<file path="config.mk">
export PLATFORM = sky130hd
export DESIGN_NAME = gpio_evt_bank
export DESIGN_NICKNAME = d
export VERILOG_FILES = /design/src/rtl/gpio_evt_pkg.sv /design/src/rtl/gpio_evt_sync.sv /design/src/rtl/gpio_evt_pin.sv /design/src/rtl/gpio_evt_smi_out.sv /design/src/rtl/gpio_evt_bank.sv
export SDC_FILE = /design/constraint.sdc
export NUM_CORES = 1
export LEC_CHECK = 0
export ABC_CLOCK_PERIOD_IN_PS = 1350
export BUFFER_PORTS_ARGS = -buffer_cell sky130_fd_sc_hd__buf_2
export CORE_MARGIN = 3
export CORE_UTILIZATION = 42
export CTS_CLUSTER_DIAMETER = 60
export DETAILED_ROUTE_END_ITERATION = 16
export GPL_TIMING_DRIVEN = 1
export PLACE_DENSITY = 0.78
export SETUP_SLACK_MARGIN = 0.15
export SYNTH_ARGS = -nofsm -noshare
export SYNTH_HDL_FRONTEND = slang
export SYNTH_SLANG_ARGS = --single-unit
</file>
<file path="constraint.sdc">
create_clock -name clk -period 1.35 [get_ports clk]
set_input_delay 0.27 -clock clk [delete_from_list [all_inputs] [get_ports clk]]
set_output_delay 0.27 -clock clk [all_outputs]
set_load 0.02 [all_outputs]
</file>
<file path="src/rtl/gpio_evt_pkg.sv">
package gpio_evt_pkg;

   typedef struct packed {
      logic dir;      // 1 = output
      logic pol;      // 1 = inverted
      logic od;       // 1 = open-drain
      logic edge_en;  // either-edge detection
   } pin_cfg_t;

   localparam int unsigned MIN_SYNC = 2;
   localparam int unsigned MAX_PINS = 32;

endpackage

</file>
<file path="src/rtl/gpio_evt_sync.sv">
module gpio_evt_sync #(
   parameter int unsigned STAGES = 2
) (
   input  logic clk,
   input  logic rst_n,
   input  logic d,
   output logic q,
   output logic armed
);
   localparam int unsigned ARM_W = STAGES + 1;

   logic [STAGES-1:0] chain;
   logic [ARM_W-1:0]  arm_sr;

   always_ff @(posedge clk or negedge rst_n) begin
      if (!rst_n) begin
         chain  <= '0;
         arm_sr <= '0;
      end else begin
         chain  <= {chain[STAGES-2:0], d};
         arm_sr <= {arm_sr[ARM_W-2:0], 1'b1};
      end
   end

   assign q     = chain[STAGES-1];
   assign armed = arm_sr[ARM_W-1];
endmodule

</file>
<file path="src/rtl/gpio_evt_pin.sv">
module gpio_evt_pin
   import gpio_evt_pkg::*;
#(
   parameter int unsigned SYNC_STAGES = 2
) (
   input  logic     clk,
   input  logic     rst_n,
   input  pin_cfg_t cfg,
   input  logic     dout,
   input  logic     pad_i,
   input  logic     pme_clr,
   input  logic     smi_clr,
   output logic     pad_o,
   output logic     pad_oe,
   output logic     pin_val,
   output logic     pme_sts,
   output logic     smi_sts
);
   logic sync_q, armed, prev_q, edge_hit, drv_val;

   gpio_evt_sync #(.STAGES(SYNC_STAGES)) u_sync (
      .clk   (clk),
      .rst_n (rst_n),
      .d     (pad_i),
      .q     (sync_q),
      .armed (armed)
   );

   always_ff @(posedge clk or negedge rst_n) begin
      if (!rst_n) prev_q <= 1'b0;
      else        prev_q <= sync_q;
   end

   // Raw level is compared: polarity plays no part in detection.
   assign edge_hit = armed & cfg.edge_en & (sync_q ^ prev_q);

   always_ff @(posedge clk or negedge rst_n) begin
      if (!rst_n) begin
         pme_sts <= 1'b0;
         smi_sts <= 1'b0;
      end else begin
         pme_sts <= edge_hit | (pme_sts & ~pme_clr);
         smi_sts <= edge_hit | (smi_sts & ~smi_clr);
      end
   end

   assign pin_val = sync_q ^ cfg.pol;
   assign drv_val = dout ^ cfg.pol;

   always_comb begin
      pad_o  = 1'b0;
      pad_oe = 1'b0;
      if (cfg.dir) begin
         if (cfg.od) begin
            pad_oe = ~drv_val;
         end else begin
            pad_o  = drv_val;
            pad_oe = 1'b1;
         end
      end
   end
endmodule

</file>
<file path="src/rtl/gpio_evt_smi_out.sv">
module gpio_evt_smi_out #(
   parameter int unsigned NPINS = 4
) (
   input  logic [NPINS-1:0] smi_sts,
   input  logic [NPINS-1:0] smi_en,
   input  logic             smi_gen,
   input  logic             smi_od,
   output logic             smi_n_o,
   output logic             smi_n_oe
);
   logic active;

   assign active = (|(smi_sts & smi_en)) & smi_gen;

   always_comb begin
      if (smi_od) begin
         smi_n_o  = 1'b0;
         smi_n_oe = active;
      end else begin
         smi_n_o  = ~active;
         smi_n_oe = 1'b1;
      end
   end
endmodule

</file>
<file path="src/rtl/gpio_evt_bank.sv">
module gpio_evt_bank
   import gpio_evt_pkg::*;
#(
   parameter int unsigned NPINS       = 4,
   parameter int unsigned SYNC_STAGES = 2
) (
   input  logic             clk,
   input  logic             rst_n,
   input  logic [NPINS-1:0] pad_i,
   input  logic [NPINS-1:0] cfg_dir,
   input  logic [NPINS-1:0] cfg_pol,
   input  logic [NPINS-1:0] cfg_od,
   input  logic [NPINS-1:0] edge_en,
   input  logic [NPINS-1:0] dout,
   input  logic [NPINS-1:0] smi_en,
   input  logic             smi_gen,
   input  logic             smi_od,
   input  logic [NPINS-1:0] pme_clr,
   input  logic [NPINS-1:0] smi_clr,
   output logic [NPINS-1:0] pad_o,
   output logic [NPINS-1:0] pad_oe,
   output logic [NPINS-1:0] pin_val,
   output logic [NPINS-1:0] pme_sts,
   output logic [NPINS-1:0] smi_sts,
   output logic             smi_n_o,
   output logic             smi_n_oe
);
   if (NPINS < 1 || NPINS > MAX_PINS) begin : g_bad_npins
      $error("gpio_evt_bank: NPINS out of range");
   end
   if (SYNC_STAGES < MIN_SYNC) begin : g_bad_sync
      $error("gpio_evt_bank: SYNC_STAGES below minimum");
   end

   for (genvar i = 0; i < NPINS; i++) begin : g_pin
      pin_cfg_t cfg;
      assign cfg = '{dir: cfg_dir[i], pol: cfg_pol[i], od: cfg_od[i], edge_en: edge_en[i]};

      gpio_evt_pin #(.SYNC_STAGES(SYNC_STAGES)) u_pin (
         .clk     (clk),
         .rst_n   (rst_n),
         .cfg     (cfg),
         .dout    (dout[i]),
         .pad_i   (pad_i[i]),
         .pme_clr (pme_clr[i]),
         .smi_clr (smi_clr[i]),
         .pad_o   (pad_o[i]),
         .pad_oe  (pad_oe[i]),
         .pin_val (pin_val[i]),
         .pme_sts (pme_sts[i]),
         .smi_sts (smi_sts[i])
      );
   end

   gpio_evt_smi_out #(.NPINS(NPINS)) u_smi (
      .smi_sts  (smi_sts),
      .smi_en   (smi_en),
      .smi_gen  (smi_gen),
      .smi_od   (smi_od),
      .smi_n_o  (smi_n_o),
      .smi_n_oe (smi_n_oe)
   );
endmodule

</file>
Yosys cells after proc, flatten, opt, wreduce, memory -nomap -nowiden
Index checks and enable logic that the tools add are counted.

Bitwise logic cells: 51. Multiplexer cells: 18. Reduce and logical (&&, ||, !) cells: 1.

Operators with widths (count): 2-to-1 mux 1 bit (18); bitwise AND 1 bit (17); inverter 1 bit (13); bitwise XOR 1 bit (12); bitwise OR 1 bit (8); bitwise AND 4 bit (1); OR reduction 4 bit (1).

Flip-flop bits (word level): 32. Output and inout bits: 22.

Longest topological paths before layout
Depth after elaboration: 5. Gate-level depth with buffers: 3. Mapped depth without buffers: 3.

Modules after synthesis
A second synthesis with hierarchy kept.

Cells, all modules: 81. Area total of the unflattened synthesis: 1114.8 um^2.

By module, submodules not included: gpio_evt_pin (times used 4, seq. area each 75.1 um^2, cells each 13, area an instance 141.4 um^2); gpio_evt_sync (times used 4, seq. area each 125.1 um^2, cells each 6, area an instance 128.9 um^2); gpio_evt_smi_out (times used 1, seq. area each 0.0 um^2, cells each 5, area an instance 33.8 um^2).

Least setup slack after synthesis
OpenSTA, ideal clock, no wires.

Path type: reg-to-output. Start: register g_pin[0].u_pin.smi_sts. End: output smi_n_o. Stages on the path, launching flop included: 4. Slack: 0.116 ns. Arrival: 0.964 ns. Data required time: 1.080 ns. Cell sequence: dfrtp_1 > a22o_1 > o21ai_2 > and2b_1.

Cells in the longest elaborated chain, start to end: 5.

Ends and longest elaborated chain: start: declaration (RTL line gpio_evt_pin.sv:17) `output logic smi_sts`; start signal: assignment (RTL line gpio_evt_pin.sv:43) `smi_sts <= edge_hit | (smi_sts & ~smi_clr);`; bitwise AND 4 bit (RTL line gpio_evt_smi_out.sv:13) `assign active = (|(smi_sts & smi_en)) & smi_gen;`; OR reduction 4 bit (RTL line gpio_evt_smi_out.sv:13); bitwise AND 1 bit (RTL line gpio_evt_smi_out.sv:13); inverter 1 bit (RTL line gpio_evt_smi_out.sv:20) `smi_n_o = ~active;`; 2-to-1 mux 1 bit (RTL line gpio_evt_smi_out.sv:16) `if (smi_od) begin`; end: declaration (RTL line gpio_evt_bank.sv:25) `output logic smi_n_o,`.

No other way between the ends.

Worst setup path after layout
Start: register g_pin[2].u_pin.smi_sts. End: output smi_n_o.

Cells in the longest elaborated chain, start to end: 5.

Ends and longest elaborated chain (RTL line): start: declaration (gpio_evt_pin.sv:17); start signal: assignment (gpio_evt_pin.sv:43); bitwise AND 4 bit (gpio_evt_smi_out.sv:13); OR reduction 4 bit (gpio_evt_smi_out.sv:13); bitwise AND 1 bit (gpio_evt_smi_out.sv:13); inverter 1 bit (gpio_evt_smi_out.sv:20); 2-to-1 mux 1 bit (gpio_evt_smi_out.sv:16).

No other way between the ends.

==> metrics <==
Num CTS Buffers=3; CP startpoint kind=flip-flop; Netlist Area Pre-Place=0.00104 sq mm; crit path buf inv count=1; RSZ-0062 raised after global routing=yes; R2R Path End=g_pin[1].u_pin.pme_sts; Period minus WS final=1.67 ns; Setup WS post-layout=-0.324 ns; Longest Clk Path Bufs=2; Synth cell types=17; Crit Path Class=flip-flop to primary output; largest net degree at the start of global routing=24; Core Rows=17; R2R Setup Slk=0.21 ns; clock latency on the worst-skew pair=0.30 ns; Hold Crit Depth=1; chip width=55.7 um; number of global-route vias before repair=854; met1 usage=13.9%; reg2reg path depth=5; Crit path max-delay family=compound AO/OA/AOI/OAI gates; Root Driver=clkbuf_4; worst-path cell chain=a22o_4 -> o21ai_4 -> and2b_2 -> buf_6; data required time of the worst path=1.08 ns; failing checks=negative setup slack; post-layout util=63.1%; Worst Path Max Fanout=2; element type at the critical path end=primary output; Detailed Place HPWL=1.58 mm; slowest library cell on the worst path=dfrtp_1; Seq/Total Area, Yosys=55.4%; routed wire length=around 2.2 mm; Worst-path clk slew=approximately 0.11 ns; Commonest cells post-synth=dfrtp_1, buf_4, xor2_1; DR vias/cell=4.57; max_cap viols=0; CTS tree=done; fmax=approximately 600 MHz; share of post-route cells with drive strength above 1=55.2%; Die ar.=0.00311 sq mm; Hold Path Origin=pad_i[1]; final worst clock skew=0.00136 ns; CTS H-tree lvls=1; Setup WS pre-CTS=about 0.016 ns; WL per Instance=between 10 and 15 um; DRT Pass-1 Iters=3; Synth area leader=dfrtp_1; hold slack=0.0597 ns; Power Dens Cells=1010 mW/mm^2; DR vias=791; share of the synthesized area in the top cell type=55.4%; status=finished, violations left; HP Class=input pin to flip-flop; final setup fails=2; Synth area leaders=dfrtp_1, buf_4, xor2_1; initial antenna violation count=0; die height=55.7 um; GRT busiest layer=met2; number of synthesized flops with an enable pin=0; antenna cells=0; global-route wire length before repair=3.57 mm; Starting Density=45.6%; Core ar.=0.00228 sq mm; Min-Delay Endpoint=g_pin[1].u_pin.u_sync.chain[0]; register bit count reported by yosys=23; Static Leak=around 0.78 nW; Max VDD drop=682 uV; port bufs=61; GR Util met3=~3.5%; Post-Synthesis Cells=90; met2 Use GR=28.7%; Top FF cell, synth=dfrtp_1; Worst Path Arrival=between 1 and 1.5 ns; post-route clock period utilization=124%; Post-Syn Nets=130; DRT iter0 DRCs=5; CTS Sinks=23; Final ANT Viol Nets=0; crit-path max cell delay=0.41 ns; count leader, synth=dfrtp_1; post-detailed-route DRC marker count=0; Final GP Congestion=0.738; Ys Warns=0; Syn Area/Cell=between 10 and 15 sq um; IO Pins=62; Congestion Overflow GR=0; Area Overhead vs Synth=38.2%; reg2reg start=g_pin[1].u_pin.u_sync.chain[1]; nets=around 190; final slew viol count=0; Hold Violations, Final=0; fraction of registers with async set/reset=between 90% and 100%; Total GRT Usage=14.8%
-- registers in the layout, indices dropped and copies added (netlist names) --
signal / flops
g_pin.u_pin.prev_q: 4
g_pin.u_pin.u_sync.chain: 8
g_pin.u_pin.u_sync.arm_sr: 3
g_pin.u_pin.smi_sts: 4
g_pin.u_pin.pme_sts: 4
-- what timing repair did --
| item | CTS | global route |
|---|---|---|
| hold endpoints to repair | 23 | 0 |
| endpoints found under the setup margin | 8 | 16 |
| pin swaps | 6 | 1 |
| setup buffers | 5 | 3 |
| gates resized for setup | 15 | 15 |
| hold buffers | 1 | 0 |
-- layout by cell type, fill, tap and decap left out --
cell,synthesis,routed
buf_2,0,48
dfrtp_1,23,23
buf_4,20,13
inv_1,9,9
xor2_1,11,9
buf_6,0,9
o21ai_0,8,8
nand3_1,4,4
a21boi_1,0,3
and3b_1,3,3
clkbuf_4,0,3
xor2_2,0,2
xnor2_2,0,1
nor3b_2,0,1
a22o_1,1,1
a22o_4,1,1
o21ai_4,0,1
nand2_1,1,1
and2b_2,0,1
o21a_1,1,1
clkbuf_1,0,1
conb_1,1,1
dlygate4sd3_1,0,1
-- worst reg2reg max path, stage by stage (launching register included) --
cell and delay (ns):
dfrtp_1 0.41, buf_4 0.14, buf_4 0.13, xor2_1 0.14, nand3_1 0.11, o21ai_0 0.10
-- per-stage QoR --
step                area [sq um]  cells  total power [mW]  TNS, ns
finish                      1440    173              1.44   -0.583
global route                1440    173              1.53   -0.830
CTS                         1360    170              1.43   -0.546
global placement            1240    160              1.06        0
floorplan                   1040     90             0.992        0
detailed placement          1240    160              1.07        0
-- layer usage --
| metal | share of wire, % | vias up | wire length, um |
|---|---|---|---|
| met2 | 56 | 36 | 1210 |
| met3 | 6.7 | 7 | 145 |
| met5 | 0 | - | 0 |
| met1 | 34 | 371 | 729 |
| met4 | 2.9 | 0 | 63 |
| li1 | - | 377 | - |
-- final cells by class --
cell class                 instances  area, sq um
multi-input combinational         38          315
timing repair buffer              71          449
fill                             176          841
tap                               28         35.0
clock buffer                       4         26.3
inverter                           9         33.8
sequential                        23          576
-- kinds of logic after synthesis --
kind of cell	Yosys count	synth area share [%]
compound gates	15	10.1
xor+xnor	12	10.1
flops	23	55.4
simple gates	10	6.27
other cells	1	0.361
buf+inv	29	17.7
-- where the power goes --
group          total [mW]  internal [mW]  switching (mW)
Combinational       0.378          0.190           0.188
Sequential          0.761          0.734          0.0265
Clock               0.306          0.115           0.190
-- worst max-delay path by stage --
stage                      startpoint      end  slack, ns  depth (start not counted)
2_1_floorplan  g_pin[2].u_pin.smi_sts  smi_n_o       0.15                          3
3_3_place_gp                smi_en[0]  smi_n_o       0.06                          5
3_5_place_dp   g_pin[2].u_pin.smi_sts  smi_n_o       0.02                          4
4_1_cts        g_pin[2].u_pin.smi_sts  smi_n_o      -0.30                          4
5_1_grt        g_pin[2].u_pin.smi_sts  smi_n_o      -0.40                          4
6_report       g_pin[2].u_pin.smi_sts  smi_n_o      -0.32                          4
Power figures use the tool's default switching activity.
